==> src/rtl/cr_timer16_pkg.sv <==
package cr_timer16_pkg;

  localparam int REG_AW = 3;

  localparam logic [REG_AW-1:0] A_CTRL   = 3'd0;
  localparam logic [REG_AW-1:0] A_MODE   = 3'd1;
  localparam logic [REG_AW-1:0] A_CNT_LO = 3'd2;
  localparam logic [REG_AW-1:0] A_CNT_HI = 3'd3;
  localparam logic [REG_AW-1:0] A_RLD_LO = 3'd4;
  localparam logic [REG_AW-1:0] A_RLD_HI = 3'd5;

  localparam int B_RUN  = 0;
  localparam int B_CTR  = 1;
  localparam int B_CAP  = 2;
  localparam int B_EXEN = 3;
  localparam int B_SCK0 = 4;
  localparam int B_SCK1 = 5;
  localparam int CFG_W  = 6;

  typedef struct packed {
    logic ovf;
    logic ext;
    logic sck1;
    logic sck0;
    logic ext_en;
    logic cap_sel;
    logic ctr_sel;
    logic run;
  } ctrl_t;

endpackage

==> src/rtl/cr_tmr_mcycle.sv <==
module cr_tmr_mcycle #(
  parameter int DIV = 12
) (
  input  logic clk,
  input  logic rst,
  output logic tick,
  output logic tick_late
);
  localparam int CW = (DIV > 1) ? $clog2(DIV) : 1;
  localparam logic [CW-1:0] LAST = CW'(DIV - 1);

  logic [CW-1:0] div_q;

  always_ff @(posedge clk) begin
    if (rst) begin
      div_q     <= '0;
      tick_late <= 1'b0;
    end else begin
      tick_late <= tick;
      if (div_q == LAST) div_q <= '0;
      else               div_q <= div_q + CW'(1);
    end
  end

  assign tick = (div_q == LAST);
endmodule

==> src/rtl/cr_tmr_pinsamp.sv <==
module cr_tmr_pinsamp #(
  parameter int SYNC_STAGES = 2
) (
  input  logic clk,
  input  logic rst,
  input  logic tick,
  input  logic pin,
  output logic level,
  output logic prev
);
  logic [SYNC_STAGES-1:0] sync_q;

  always_ff @(posedge clk) begin
    if (rst) begin
      sync_q <= '0;
      level  <= 1'b0;
      prev   <= 1'b0;
    end else begin
      sync_q[0] <= pin;
      for (int i = 1; i < SYNC_STAGES; i++) sync_q[i] <= sync_q[i-1];
      if (tick) begin
        prev  <= level;
        level <= sync_q[SYNC_STAGES-1];
      end
    end
  end
endmodule

==> src/rtl/cr_tmr_core.sv <==
module cr_tmr_core #(
  parameter int DATA_W = 8
) (
  input  logic                clk,
  input  logic                rst,
  input  logic                active,
  input  logic                cap_mode,
  input  logic                ext_en,
  input  logic                down_en,
  input  logic                step,
  input  logic                ext_fall,
  input  logic                ext_level,
  input  logic                wr_cnt_lo,
  input  logic                wr_cnt_hi,
  input  logic                wr_rld_lo,
  input  logic                wr_rld_hi,
  input  logic                wr_flags,
  input  logic [DATA_W-1:0]   wr_data,
  output logic [2*DATA_W-1:0] cnt,
  output logic [2*DATA_W-1:0] rld,
  output logic                ovf,
  output logic                ext,
  output logic                irq
);
  localparam int CW = 2 * DATA_W;
  localparam logic [CW-1:0] ALL1 = '1;

  logic [CW-1:0] cnt_n, rld_n;
  logic          ovf_n, ext_n, ext_hit;

  assign ext_hit = ext_en & ext_fall;

  always_comb begin
    cnt_n = cnt;
    rld_n = rld;
    ovf_n = ovf;
    ext_n = ext;
    if (active) begin
      if (cap_mode) begin
        if (step) begin
          cnt_n = cnt + CW'(1);
          if (cnt == ALL1) ovf_n = 1'b1;
        end
        if (ext_hit) begin
          rld_n = cnt;
          ext_n = 1'b1;
        end
      end else if (!down_en) begin
        if (step) begin
          if (cnt == ALL1) begin
            cnt_n = rld;
            ovf_n = 1'b1;
          end else begin
            cnt_n = cnt + CW'(1);
          end
        end
        if (ext_hit) begin
          cnt_n = rld;
          ext_n = 1'b1;
        end
      end else if (step) begin
        if (ext_level) begin
          if (cnt == ALL1) begin
            cnt_n = rld;
            ovf_n = 1'b1;
            ext_n = ~ext;
          end else begin
            cnt_n = cnt + CW'(1);
          end
        end else begin
          if (cnt == rld) begin
            cnt_n = ALL1;
            ovf_n = 1'b1;
            ext_n = ~ext;
          end else begin
            cnt_n = cnt - CW'(1);
          end
        end
      end
    end
    if (wr_cnt_lo) cnt_n[DATA_W-1:0]  = wr_data;
    if (wr_cnt_hi) cnt_n[CW-1:DATA_W] = wr_data;
    if (wr_rld_lo) rld_n[DATA_W-1:0]  = wr_data;
    if (wr_rld_hi) rld_n[CW-1:DATA_W] = wr_data;
    if (wr_flags) begin
      ovf_n = wr_data[7];
      ext_n = wr_data[6];
    end
  end

  always_ff @(posedge clk) begin
    if (rst) begin
      cnt <= '0;
      rld <= '0;
      ovf <= 1'b0;
      ext <= 1'b0;
      irq <= 1'b0;
    end else begin
      cnt <= cnt_n;
      rld <= rld_n;
      ovf <= ovf_n;
      ext <= ext_n;
      irq <= ovf_n | ext_n;
    end
  end
endmodule

==> src/rtl/cr_timer16.sv <==
module cr_timer16
  import cr_timer16_pkg::*;
#(
  parameter int DATA_W      = 8,
  parameter int CLK_PER_MC  = 12,
  parameter int SYNC_STAGES = 2
) (
  input  logic              clk,
  input  logic              rst,
  input  logic              wr_en,
  input  logic [REG_AW-1:0] addr,
  input  logic [DATA_W-1:0] wr_data,
  output logic [DATA_W-1:0] rd_data,
  input  logic              cnt_pin,
  input  logic              ext_pin,
  output logic              irq
);
  localparam int CNT_W = 2 * DATA_W;
  localparam int NPIN  = 2;

  logic [CFG_W-1:0] cfg_q;
  logic             down_q;
  logic             mc_tick, tick_late;
  logic [NPIN-1:0]  pins, lvl, prv, fall_w;
  logic             step_w, active_w;
  logic [CNT_W-1:0] cnt_w, rld_w;
  logic             ovf_w, ext_w;
  logic             wr_ctrl, wr_mode, wr_cnt_lo, wr_cnt_hi, wr_rld_lo, wr_rld_hi;
  ctrl_t            ctrl_view;

  assign wr_ctrl   = wr_en && (addr == A_CTRL);
  assign wr_mode   = wr_en && (addr == A_MODE);
  assign wr_cnt_lo = wr_en && (addr == A_CNT_LO);
  assign wr_cnt_hi = wr_en && (addr == A_CNT_HI);
  assign wr_rld_lo = wr_en && (addr == A_RLD_LO);
  assign wr_rld_hi = wr_en && (addr == A_RLD_HI);

  always_ff @(posedge clk) begin
    if (rst) begin
      cfg_q  <= '0;
      down_q <= 1'b0;
    end else begin
      if (wr_ctrl) cfg_q  <= wr_data[CFG_W-1:0];
      if (wr_mode) down_q <= wr_data[0];
    end
  end

  cr_tmr_mcycle #(.DIV(CLK_PER_MC)) u_mcycle (
    .clk       (clk),
    .rst       (rst),
    .tick      (mc_tick),
    .tick_late (tick_late)
  );

  assign pins = {ext_pin, cnt_pin};

  for (genvar g = 0; g < NPIN; g++) begin : g_pin
    cr_tmr_pinsamp #(.SYNC_STAGES(SYNC_STAGES)) u_samp (
      .clk   (clk),
      .rst   (rst),
      .tick  (mc_tick),
      .pin   (pins[g]),
      .level (lvl[g]),
      .prev  (prv[g])
    );
    assign fall_w[g] = tick_late & prv[g] & ~lvl[g];
  end

  assign active_w = cfg_q[B_RUN] & ~cfg_q[B_SCK0] & ~cfg_q[B_SCK1];
  assign step_w   = cfg_q[B_CTR] ? fall_w[0] : mc_tick;

  cr_tmr_core #(.DATA_W(DATA_W)) u_core (
    .clk       (clk),
    .rst       (rst),
    .active    (active_w),
    .cap_mode  (cfg_q[B_CAP]),
    .ext_en    (cfg_q[B_EXEN]),
    .down_en   (down_q),
    .step      (step_w),
    .ext_fall  (fall_w[1]),
    .ext_level (lvl[1]),
    .wr_cnt_lo (wr_cnt_lo),
    .wr_cnt_hi (wr_cnt_hi),
    .wr_rld_lo (wr_rld_lo),
    .wr_rld_hi (wr_rld_hi),
    .wr_flags  (wr_ctrl),
    .wr_data   (wr_data),
    .cnt       (cnt_w),
    .rld       (rld_w),
    .ovf       (ovf_w),
    .ext       (ext_w),
    .irq       (irq)
  );

  assign ctrl_view = {ovf_w, ext_w, cfg_q};

  always_ff @(posedge clk) begin
    if (rst) begin
      rd_data <= '0;
    end else begin
      case (addr)
        A_CTRL:   rd_data <= DATA_W'(ctrl_view);
        A_MODE:   rd_data <= DATA_W'(down_q);
        A_CNT_LO: rd_data <= cnt_w[DATA_W-1:0];
        A_CNT_HI: rd_data <= cnt_w[CNT_W-1:DATA_W];
        A_RLD_LO: rd_data <= rld_w[DATA_W-1:0];
        A_RLD_HI: rd_data <= rld_w[CNT_W-1:DATA_W];
        default:  rd_data <= '0;
      endcase
    end
  end
endmodule

==> config.mk <==
export PLATFORM = sky130hd
export DESIGN_NAME = cr_timer16
export DESIGN_NICKNAME = d
export VERILOG_FILES = /design/src/rtl/cr_timer16_pkg.sv /design/src/rtl/cr_tmr_mcycle.sv /design/src/rtl/cr_tmr_pinsamp.sv /design/src/rtl/cr_tmr_core.sv /design/src/rtl/cr_timer16.sv
export SDC_FILE = /design/constraint.sdc
export NUM_CORES = 1
export LEC_CHECK = 0
export BUFFER_PORTS_ARGS = -buffer_cell sky130_fd_sc_hd__buf_4
export CORE_ASPECT_RATIO = 1.1
export CORE_MARGIN = 4
export CORE_UTILIZATION = 50
export DETAILED_ROUTE_END_ITERATION = 8
export PLACE_DENSITY = 0.68
export SLEW_MARGIN = 15
export SYNTH_ARGS = -nofsm -noshare
export SYNTH_HDL_FRONTEND = slang
export SYNTH_SLANG_ARGS = --single-unit
==> constraint.sdc <==
create_clock -name clk -period 5.7 [get_ports clk]
set_input_delay 0.285 -clock clk [delete_from_list [all_inputs] [get_ports clk]]
set_output_delay 0.285 -clock clk [all_outputs]
set_load 0.05 [all_outputs]
==> flow_metrics.env, run 1 <==
export IMPL_synth_top_family_by_area="simple AND/OR/NAND/NOR gates"
export IMPL_overflow=0
export IMPL_clkSinkCount=63
export IMPL_slew_viol_final=0
export IMPL_wirelength_um=13000
export IMPL_start_kind="flip-flop"
export IMPL_path_buf_inv=1
export IMPL_ys_seq_area_frac=0.305
export IMPL_cts_buffer_depth=2
export IMPL_combinationalPowerShare=0.127
export IMPL_leakagePower_nw=1.92
export IMPL_vias=4099
export IMPL_p_clk_frac=0.401
export IMPL_seqCellArea_um2=1260
export IMPL_fin_crit_ns=2.77
export IMPL_synthXorXnorAreaFrac=0.0784
export IMPL_gp_congestion=0.987
export IMPL_yosysTopAreaCellShare=0.305
export IMPL_worstMarginPinSlew_ns=1.08
export IMPL_ys_warn_count=0
export IMPL_p_per_area_nw_per_um2=221
export IMPL_cts_resized=0
export IMPL_power_frac_seq=0.473
export IMPL_avgViaCountPerCell=6.51
export IMPL_antenna_found_initial=0
export IMPL_skew_ns=0.00843
export IMPL_post_cts_buffers=0
export IMPL_setup_viol=0
export IMPL_cts_made_buffers=9
export IMPL_synth_area_per_cell_um2=7.89
export IMPL_io_buffers=24
export IMPL_fin_nets=537
export IMPL_crit_fanout=8
export IMPL_path_cells="inv_1 > ha_1 > or4b_1 > nor4_1 > o2111ai_1 > o21a_1 > o211ai_1 > o21ai_1"
export IMPL_hold_viol_final=0
export IMPL_pin_count=25
export IMPL_std_cell_rows=34
export IMPL_worst_skew_pair_late_latency_ns=0.35
export IMPL_netlist_area_um2=4130
export IMPL_first_pass_iters=5
export IMPL_fin_setup_tns_ns=0
export IMPL_grt_pass1_wl_um=20900
export IMPL_synth_edff_count=0
export IMPL_die_w_um=94.7
export IMPL_synthTopCellsByCount="dfxtp_1, nor2_1, nand2_1"
export IMPL_remaining_drc_errors=0
export IMPL_fmax_ghz=0.361
export IMPL_muxShareOfSynthArea=0.0732
export IMPL_diodes=0
export IMPL_critPathRequiredTime_ns=5.94
export IMPL_yosys_cell_types_count=64
export IMPL_grtUsageTotal=0.282
export IMPL_die_h_um=103
export IMPL_ctsHoldBuffers=0
export IMPL_maxCapViolations=0
export IMPL_critical_path_top_delay_family="simple AND/OR/NAND/NOR gates"
export IMPL_clk_pin_slew_worst_paths_ns=0.07
export IMPL_final_area_um2=4500
export IMPL_area_growth_pct=8.78
export IMPL_synth_area_top_cells="dfxtp_1, mux2i_1, nor2_1"
export IMPL_crit_slowest_cell="nor4_1"
export IMPL_pre_cts_ws_ns=3.00
export IMPL_h_tree_depth=3
export IMPL_clk_root_buffer_cell="clkbuf_8"
export IMPL_drive_above_1_share=0.0996
export IMPL_synth_compound_area_frac=0.242
export IMPL_avgRoutedWirePerCell_um=20.6
export IMPL_drt_iter0_drc=397
export IMPL_dp_cells=615
export IMPL_multi_input_area_um2=2690
export IMPL_worstSetupPathType="reg -> reg"
export IMPL_ir_worst_vdd_v=0.000133
export IMPL_dp_hpwl_um=9080
export IMPL_synth_top_area_cell="dfxtp_1"
export IMPL_setup_ws_ns=2.93
export IMPL_utilization=0.562
export IMPL_slew_headroom=0.277
export IMPL_synth_nets=543
export IMPL_synth_fa_ha_area_frac=0.00908
export IMPL_ant_nets=0
export IMPL_async_reset_ff_frac=0
export IMPL_grt_setup_unrepaired="false"
export IMPL_syn_inst=524
export IMPL_power_mw=0.996
export IMPL_grt_max_degree=62
export IMPL_status="finished clean"
export IMPL_fin_crit_sh=0.486
export IMPL_min_path_type="in -> reg"
export IMPL_end_kind="flip-flop"
export IMPL_yosys_most_used_dff="dfxtp_1"
export IMPL_fillCellCount=756
export IMPL_p_int_mw=0.723
export IMPL_slowest_delay_ns=0.66
export IMPL_arrival_ns=3.01
export IMPL_yosys_area_share_simple=0.247
export IMPL_p_sw_mw=0.273
export IMPL_layout_cells_non_filler=630
export IMPL_post_dp_cell_area_um2=4290
export IMPL_hold_ws_ns=0.148
export IMPL_ys_seq_elements=63
export IMPL_cts_tree="built"
export IMPL_synth_most_common_cell="dfxtp_1"
export IMPL_swShare=0.274
export IMPL_die_area_um2=9790
export IMPL_start_util=0.517
export IMPL_core_area_um2=8000
export IMPL_grt_pass1_vias=3867
[final timing paths]
check | start | end | slack, ns | depth (start not counted)
worst max-delay path | u_core.cnt[0] | u_core.cnt[14] | 2.93 | 8
worst min-delay path | cnt_pin | g_pin[0].u_samp.sync_q[0] | 0.15 | 2
worst max register to register | u_core.cnt[0] | u_core.cnt[14] | 2.93 | 8
worst min register to register | g_pin[0].u_samp.sync_q[0] | g_pin[0].u_samp.sync_q[1] | 0.43 | 1
[routing by layer]
layer | wire (um) | track usage | vias up
li1 | - | - | 1912
met1 | 5440 | 0.363 | 1933
met2 | 5760 | 0.434 | 209
met3 | 1070 | 0.0608 | 45
met4 | 691 | 0.169 | 0
met5 | 0 | 0 | -
[logic make-up after synthesis]
| family | Yosys count |
|---|---|
| xor+xnor | 37 |
| mux | 30 |
| buf+inv | 48 |
| fa+ha+maj | 3 |
| compound gates | 142 |
| simple gates | 201 |
| flops | 63 |
[final cells by class]
| type | count | area share |
|---|---|---|
| multi-input combinational | 413 | 0.599 |
| sequential | 63 | 0.280 |
| timing repair buffer | 25 | 0.0417 |
| clock buffer | 12 | 0.0345 |
| tap | 108 | 0.0301 |
| clock inverter | 3 | 0.00946 |
| inverter | 6 | 0.00501 |
[power by group through the flow]
| stage | registers [mW] | clock network [mW] | logic [mW] |
|---|---|---|---|
| after floorplan | 0.479 | 0 | 0.0810 |
| after global routing | 0.472 | 0.423 | 0.137 |
| after detailed placement | 0.480 | 0 | 0.124 |
| after global placement | 0.480 | 0 | 0.123 |
| after CTS | 0.470 | 0.405 | 0.125 |
| final | 0.471 | 0.399 | 0.126 |
[state kept, by name (all words and copies together) (netlist names), 2 cells and up]
| signal | flops |
|---|---|
| rd_data | 8 |
| u_core.cnt | 16 |
| cfg_q | 6 |
| u_core.rld | 16 |
| g_pin.u_samp.prev | 2 |
| g_pin.u_samp.sync_q | 4 |
| u_mcycle.div_q | 4 |
| g_pin.u_samp.level | 2 |
[worst reg2reg max path, delay by kind of cell (launching register included)]
| family | cells | cell delay (ns) |
|---|---|---|
| compound gates | 4 | 0.61 |
| fa+ha+maj | 1 | 0.23 |
| simple gates | 2 | 1.26 |
| flops | 1 | 0.42 |
| buf+inv | 1 | 0.15 |
[placed cells by master, fill, tap and decap left out, types with 7 or more instances in the layout]
| master | instances |
|---|---|
| a221oi_1 | 7 |
| xor2_1 | 25 |
| o21ai_0 | 11 |
| and3_1 | 13 |
| dfxtp_1 | 63 |
| buf_4 | 25 |
| clkbuf_8 | 11 |
| xnor2_1 | 12 |
| a22oi_1 | 7 |
| nand3_1 | 14 |
| mux2i_1 | 28 |
| nor2b_1 | 11 |
| nand2_1 | 49 |
| nor2_1 | 61 |
| a211oi_1 | 21 |
| a21oi_1 | 36 |
| o211a_1 | 7 |
| nor4_1 | 7 |
Note: power is estimated with default switching activity, not from simulation.
==> inputs of run 2 (changes only) <==
--- a/config.mk
+++ b/config.mk
@@ -5,12 +5,13 @@
 export SDC_FILE = /design/constraint.sdc
 export NUM_CORES = 1
 export LEC_CHECK = 0
+export ABC_AREA = 1
 export BUFFER_PORTS_ARGS = -buffer_cell sky130_fd_sc_hd__buf_4
 export CORE_ASPECT_RATIO = 1.1
 export CORE_MARGIN = 4
 export CORE_UTILIZATION = 50
 export DETAILED_ROUTE_END_ITERATION = 8
-export PLACE_DENSITY = 0.68
+export PLACE_DENSITY = 0.7
 export SLEW_MARGIN = 15
 export SYNTH_ARGS = -nofsm -noshare
 export SYNTH_HDL_FRONTEND = slang
==> constraint.sdc (replaced) <==
create_clock -name clk -period 2.3 [get_ports clk]
set_input_delay 0.115 -clock clk [delete_from_list [all_inputs] [get_ports clk]]
set_output_delay 0.115 -clock clk [all_outputs]
set_load 0.05 [all_outputs]
==> run 2 against run 1 <==
  * Total power grew to 2.6 times the previous value
  * Highest routed layer unchanged
  * Synthesized cell count is 25% higher
  * Critical endpoint is now u_core.cnt[5]
  * Critical path type unchanged
  * Clock skew is essentially flat
  * Register-to-register slack got worse by 2.8 ns
  * Global-route usage is 3.3 points higher
  * Count of clock-buffer cells in the layout fell by 3
  * Largest cell class unchanged
  * Via count is 13% higher
==> flow_metrics.env, run 2 <==
export IMPL_path_cells="inv_2 > nor3_4 > nand4_4 > nand2_4 > o21ai_1 > buf_4 > nand3_1 > nand2_1 > a21oi_1 > nor2_1"
export IMPL_crit_start="u_core.cnt[6]"
export IMPL_h_tree_depth=3
export IMPL_skew_ns=0.00847
export IMPL_hold_path_depth=3
export IMPL_wirelength_um=14700
export IMPL_leakagePower_nw=2.10
export IMPL_die_w_um=94.7
export IMPL_yosysTopAreaCellShare=0.305
export IMPL_start_kind="flip-flop"
export IMPL_cts_made_buffers=9
export IMPL_grt_max_degree=32
export IMPL_final_cell_mix="nand2_1, inv_1, dfxtp_1"
export IMPL_post_cts_buffers=0
export IMPL_fin_crit_sh=0.928
export IMPL_syn_inst=655
export IMPL_worstSetupPathType="reg -> reg"
export IMPL_fin_nets=706
export IMPL_ant_nets=0
export IMPL_hold_viol_final=0
export IMPL_whs_endpoint="cfg_q[3]"
export IMPL_swShare=0.317
export IMPL_grtUsageTotal=0.315
export IMPL_fmax_ghz=0.468
export IMPL_min_delay_start="wr_en"
export IMPL_die_area_um2=9790
export IMPL_p_int_mw=1.77
export IMPL_overflow=0
export IMPL_avgViaCountPerCell=5.81
export IMPL_reg2regPathDepth=10
export IMPL_clk_pin_slew_worst_paths_ns=0.08
export IMPL_p_sw_mw=0.819
export IMPL_pre_cts_ws_ns=0.167
export IMPL_critPathRequiredTime_ns=2.54
export IMPL_cts_tree="built"
export IMPL_ff2ff_setup_slack_ns=0.16
export IMPL_grt_pass1_vias=4248
export IMPL_grt_setup_unrepaired="false"
export IMPL_p_clk_frac=0.399
export IMPL_setup_viol=0
export IMPL_maxCapViolations=0
export IMPL_worst_skew_pair_late_latency_ns=0.35
export IMPL_synth_most_common_cell="nand2_1"
export IMPL_pin_count=25
export IMPL_post_dp_cell_area_um2=4440
export IMPL_area_growth_pct=12.9
export IMPL_synth_edff_count=0
export IMPL_die_h_um=103
export IMPL_remaining_drc_errors=0
export IMPL_slew_viol_final=0
export IMPL_io_buffers=24
export IMPL_cts_buffer_depth=2
export IMPL_gp_congestion=1.01
export IMPL_end_kind="flip-flop"
export IMPL_layout_commonest_cell="nand2_1"
export IMPL_ir_worst_vdd_v=0.000448
export IMPL_synth_top_area_cell="dfxtp_1"
export IMPL_async_reset_ff_frac=0
export IMPL_crit_slowest_cell="dfxtp_1"
export IMPL_power_frac_seq=0.446
export IMPL_netlist_area_um2=4140
export IMPL_drt_iter0_drc=597
export IMPL_arrival_ns=2.37
export IMPL_synthTopCellsByCount="nand2_1, inv_1, dfxtp_1"
export IMPL_antenna_found_initial=0
export IMPL_slowest_delay_ns=0.49
export IMPL_first_pass_iters=5
export IMPL_grt_pass1_wl_um=23100
export IMPL_p_per_area_nw_per_um2=554
export IMPL_clkSinkCount=63
export IMPL_top_regs="u_core.cnt: 16 flops, u_core.rld: 16 flops, rd_data: 8 flops"
export IMPL_status="finished clean"
export IMPL_slew_headroom=0.446
export IMPL_worstMarginPinSlew_ns=0.830
export IMPL_synth_area_top_cells="dfxtp_1, nand2_1, inv_1"
export IMPL_ys_warn_count=0
export IMPL_start_util=0.517
export IMPL_synth_nets=674
export IMPL_core_area_um2=8000
export IMPL_rr_startpoint="u_core.cnt[6]"
export IMPL_std_cell_rows=34
export IMPL_yosys_most_used_dff="dfxtp_1"
export IMPL_worst_r2r_endpoint="u_core.cnt[5]"
export IMPL_setup_ws_ns=0.165
export IMPL_fin_setup_tns_ns=0
export IMPL_drive_above_1_share=0.152
export IMPL_synth_area_per_cell_um2=6.32
export IMPL_yosys_cell_types_count=39
export IMPL_critical_path_top_delay_family="simple AND/OR/NAND/NOR gates"
export IMPL_diodes=0
export IMPL_hold_ws_ns=0.0788
export IMPL_combinationalPowerShare=0.155
export IMPL_clk_root_buffer_cell="clkbuf_8"
export IMPL_crit_fanout=7
export IMPL_ys_seq_area_frac=0.305
export IMPL_avgRoutedWirePerCell_um=18.4
export IMPL_ys_seq_elements=63
export IMPL_final_area_um2=4670
export IMPL_fin_crit_ns=2.14
export IMPL_path_buf_inv=2
export IMPL_dp_hpwl_um=10900
export IMPL_min_path_type="in -> reg"
export IMPL_vias=4651
==> run 2: worst min-delay path, stage by stage <==
cell,delay [ns]
buf_4,0.13
nand3_1,0.08
a21oi_1,0.06
==> run 2: per-layer routing <==
metal  global-route usage  part of all wire  wire length [um]
met4                0.195             0.059               866
met1                0.421              0.41              6010
met3               0.0478             0.096              1420
met2                0.478              0.44              6440
met5                    0                 0                 0
==> run 2: how the worst max path moves through the flow <==
stage,to,cells after the start
after detailed placement,u_core.cnt[5],10
final,u_core.cnt[5],10
after global placement,u_core.cnt[5],10
after global routing,u_core.cnt[13],11
after CTS,u_core.cnt[5],10
after floorplan,u_core.cnt[8],11
==> run 2: through the flow <==
| step | cells | power [mW] | utilization |
|---|---|---|---|
| after CTS | 800 | 2.59 | 0.584 |
| after global routing | 800 | 2.68 | 0.584 |
| after floorplan | 655 | 1.43 | - |
| after global placement | 782 | 1.56 | 0.556 |
| after detailed placement | 782 | 1.56 | 0.556 |
| final | 800 | 2.59 | 0.584 |
==> run 2: layout make-up <==
cell class,count,area (um2)
Clock buffer,9,124
Clock inverter,7,81.3
Fill cell,822,3330
Inverter,83,312
Multi-Input combinational cell,483,2400
Sequential cell,63,1260
Tap cell,108,135
Timing Repair Buffer,47,358
==> run 2: power groups by stage <==
stage	clock network, mW	logic (mW)	registers, mW
2_1_floorplan	0	0.253	1.18
3_3_place_gp	0	0.381	1.18
6_report	1.03	0.401	1.15
5_1_grt	1.08	0.436	1.16
3_5_place_dp	0	0.385	1.18
4_1_cts	1.04	0.390	1.15
==> run 2: kinds of logic (layout without fill, tap and decap cells) <==
kind of cell / after synthesis / in the layout / share of synthesized area
flops: 63 / 63 / 0.305
xor+xnor: 19 / 19 / 0.0402
compound gates: 135 / 135 / 0.188
fa+ha+maj: 3 / 3 / 0.00908
simple gates: 326 / 326 / 0.342
buf+inv: 109 / 146 / 0.115
==> run 2: timing repair <==
item / 4_1_cts / 5_1_grt
endpoints found under the hold margin: 2 / 0
gates resized for setup: 0 / 1
setup endpoints to repair: 0 / 1
hold buffers: 2 / 0
==> inputs of run 3 (changes only) <==
--- a/config.mk
+++ b/config.mk
@@ -7,7 +7,6 @@
 export LEC_CHECK = 0
 export ABC_AREA = 1
 export BUFFER_PORTS_ARGS = -buffer_cell sky130_fd_sc_hd__buf_4
-export CORE_ASPECT_RATIO = 1.1
 export CORE_MARGIN = 4
 export CORE_UTILIZATION = 50
 export DETAILED_ROUTE_END_ITERATION = 8
==> run 3 against run 2 <==
  * Non-clock buffer count increased by 2
  * Utilization increased by 0.86 points
  * Cell count decreased by 0.50%
  * Hold slack improved by 0.0069 ns
  * Sequential share of layout area about the same
  * Largest power group unchanged
  * Sequential cell count unchanged
  * Total power decreased by 0.86%
  * Critical endpoint is now u_core.cnt[12]
  * Combinational power about the same
  * Count of clock-buffer cells in the layout unchanged
==> flow_metrics.env, run 3 (synthesis results as in run 2) <==
export IMPL_grt_pass1_vias=4356
export IMPL_die_area_um2=9790
export IMPL_cts_buffer_depth=2
export IMPL_area_growth_pct=13.0
export IMPL_core_area_um2=7890
export IMPL_slowest_delay_ns=0.36
export IMPL_fin_crit_sh=0.931
export IMPL_start_kind="flip-flop"
export IMPL_setup_viol=0
export IMPL_cp_common_cell="nand2_1"
export IMPL_p_per_area_nw_per_um2=548
export IMPL_crit_fanout=6
export IMPL_wirelength_um=15100
export IMPL_first_pass_iters=6
export IMPL_hold_viol_final=0
export IMPL_vias=4661
export IMPL_leakagePower_nw=2.09
export IMPL_overflow=0
export IMPL_avgViaCountPerCell=5.86
export IMPL_clk_root_buffer_cell="clkbuf_8"
export IMPL_gp_congestion=1.02
export IMPL_die_w_um=99.0
export IMPL_worst_skew_pair_late_latency_ns=0.36
export IMPL_grt_setup_unrepaired="false"
export IMPL_slew_viol_final=0
export IMPL_fin_crit_ns=2.14
export IMPL_cts_made_buffers=9
export IMPL_clkSinkCount=63
export IMPL_top_regs="u_core.cnt: 16 flops, u_core.rld: 16 flops, rd_data: 8 flops"
export IMPL_cts_tree="built"
export IMPL_pin_count=25
export IMPL_grt_pass1_wl_um=23600
export IMPL_dp_cells=778
export IMPL_slew_headroom=0.613
export IMPL_layout_cells_non_filler=796
export IMPL_ant_nets=0
export IMPL_fin_nets=708
export IMPL_layout_commonest_cell="nand2_1"
export IMPL_fillCellCount=796
export IMPL_antenna_found_initial=0
export IMPL_std_cell_rows=32
export IMPL_worstMarginPinSlew_ns=0.581
export IMPL_arrival_ns=2.37
export IMPL_crit_slowest_cell="dfxtp_1"
export IMPL_setup_ws_ns=0.158
export IMPL_die_h_um=99.0
export IMPL_remaining_drc_errors=0
export IMPL_dp_hpwl_um=11300
export IMPL_maxCapViolations=0
export IMPL_min_path_type="in -> reg"
export IMPL_grtUsageTotal=0.312
export IMPL_fmax_ghz=0.467
export IMPL_drt_iter0_drc=436
export IMPL_skew_ns=0.0159
export IMPL_grt_max_degree=31
export IMPL_fin_setup_tns_ns=0
export IMPL_path_cells="inv_1 > ha_1 > nand3_1 > nor2_2 > nand2_1 > o21ai_1 > nand3_1 > nand2_1 > nand2_1 > nand2_1 > nand2_1 > nand2_1 > a21oi_1"
export IMPL_utilization=0.593
export IMPL_status="finished clean"
export IMPL_pre_cts_ws_ns=0.114
export IMPL_final_cell_mix="nand2_1, inv_1, dfxtp_1"
export IMPL_ir_worst_vdd_v=0.000311
export IMPL_avgRoutedWirePerCell_um=19.0
export IMPL_drive_above_1_share=0.157
export IMPL_worstSetupPathType="reg -> reg"
export IMPL_critPathRequiredTime_ns=2.52
export IMPL_diodes=0
export IMPL_io_buffers=24
export IMPL_clk_pin_slew_worst_paths_ns=0.09
export IMPL_h_tree_depth=3
export IMPL_end_kind="flip-flop"
export IMPL_start_util=0.524
## run 3: cell types whose count changed in the layout (fill, tap and decap cells not counted), sizes merged
cell / change
clkinvlp: +3
buf: +2
inv: -1
clkinv: -2
## run 3: worst paths after layout
kind,startpoint,to,slack [ns],cells after the start
min reg2reg,g_pin[0].u_samp.sync_q[0],g_pin[0].u_samp.sync_q[1],0.40,2
min,wr_en,cfg_q[4],0.09,3
max reg2reg,u_core.cnt[0],u_core.cnt[12],0.16,13
max,u_core.cnt[0],u_core.cnt[12],0.16,13
## run 3: per-layer routing
layer / wire (um) / up-vias / GRT usage
li1: - / 2212 / -
met4: 433 / 0 / 0.120
met2: 6800 / 258 / 0.474
met5: 0 / - / 0
met1: 6610 / 2154 / 0.442
met3: 1300 / 37 / 0.0481
## run 3: critical path: cells and delay by family (launching register included)
family	cells	cell delay [ns]
and+or+nand+nor	9	0.95
adders and majority gates	1	0.29
DFF	1	0.36
AOI/OAI and AO/OA	2	0.20
buffers and inverters	1	0.22
## run 3: timing repair
item / 4_1_cts / 5_1_grt
gates resized for setup: 0 / 3
setup buffers: 0 / 0
endpoints found under the hold margin: 2 / 0
setup endpoints to repair: 0 / 8
hold buffers: 2 / 0
## run 3: area by class of cell
cell class / instances / area, um2 / share of cell area
inverters: 83 / 312 / 0.0666
clock inverters: 7 / 71.3 / 0.0153
flip-flops and latches: 63 / 1260 / 0.270
clock buffers: 9 / 124 / 0.0265
multi-input cells: 483 / 2400 / 0.514
well taps: 102 / 128 / 0.0273
repair buffers: 49 / 373 / 0.0798
## run 3: through the flow
stage | cell area (um2) | power, mW | hold slack [ns]
6_report | 4670 | 2.56 | 0.0857
5_1_grt | 4670 | 2.67 | 0.0751
4_1_cts | 4670 | 2.56 | 0.0766
3_5_place_dp | 4450 | 1.57 | 0.335
3_3_place_gp | 4450 | 1.57 | 0.334
2_1_floorplan | 4140 | 1.43 | 0.222
## run 3: where the power goes
group          switching, mW  internal, mW  total [mW]
logic                  0.271         0.132       0.403
registers             0.0333          1.12        1.16
clock network          0.505         0.500        1.01
total                  0.810          1.75        2.56
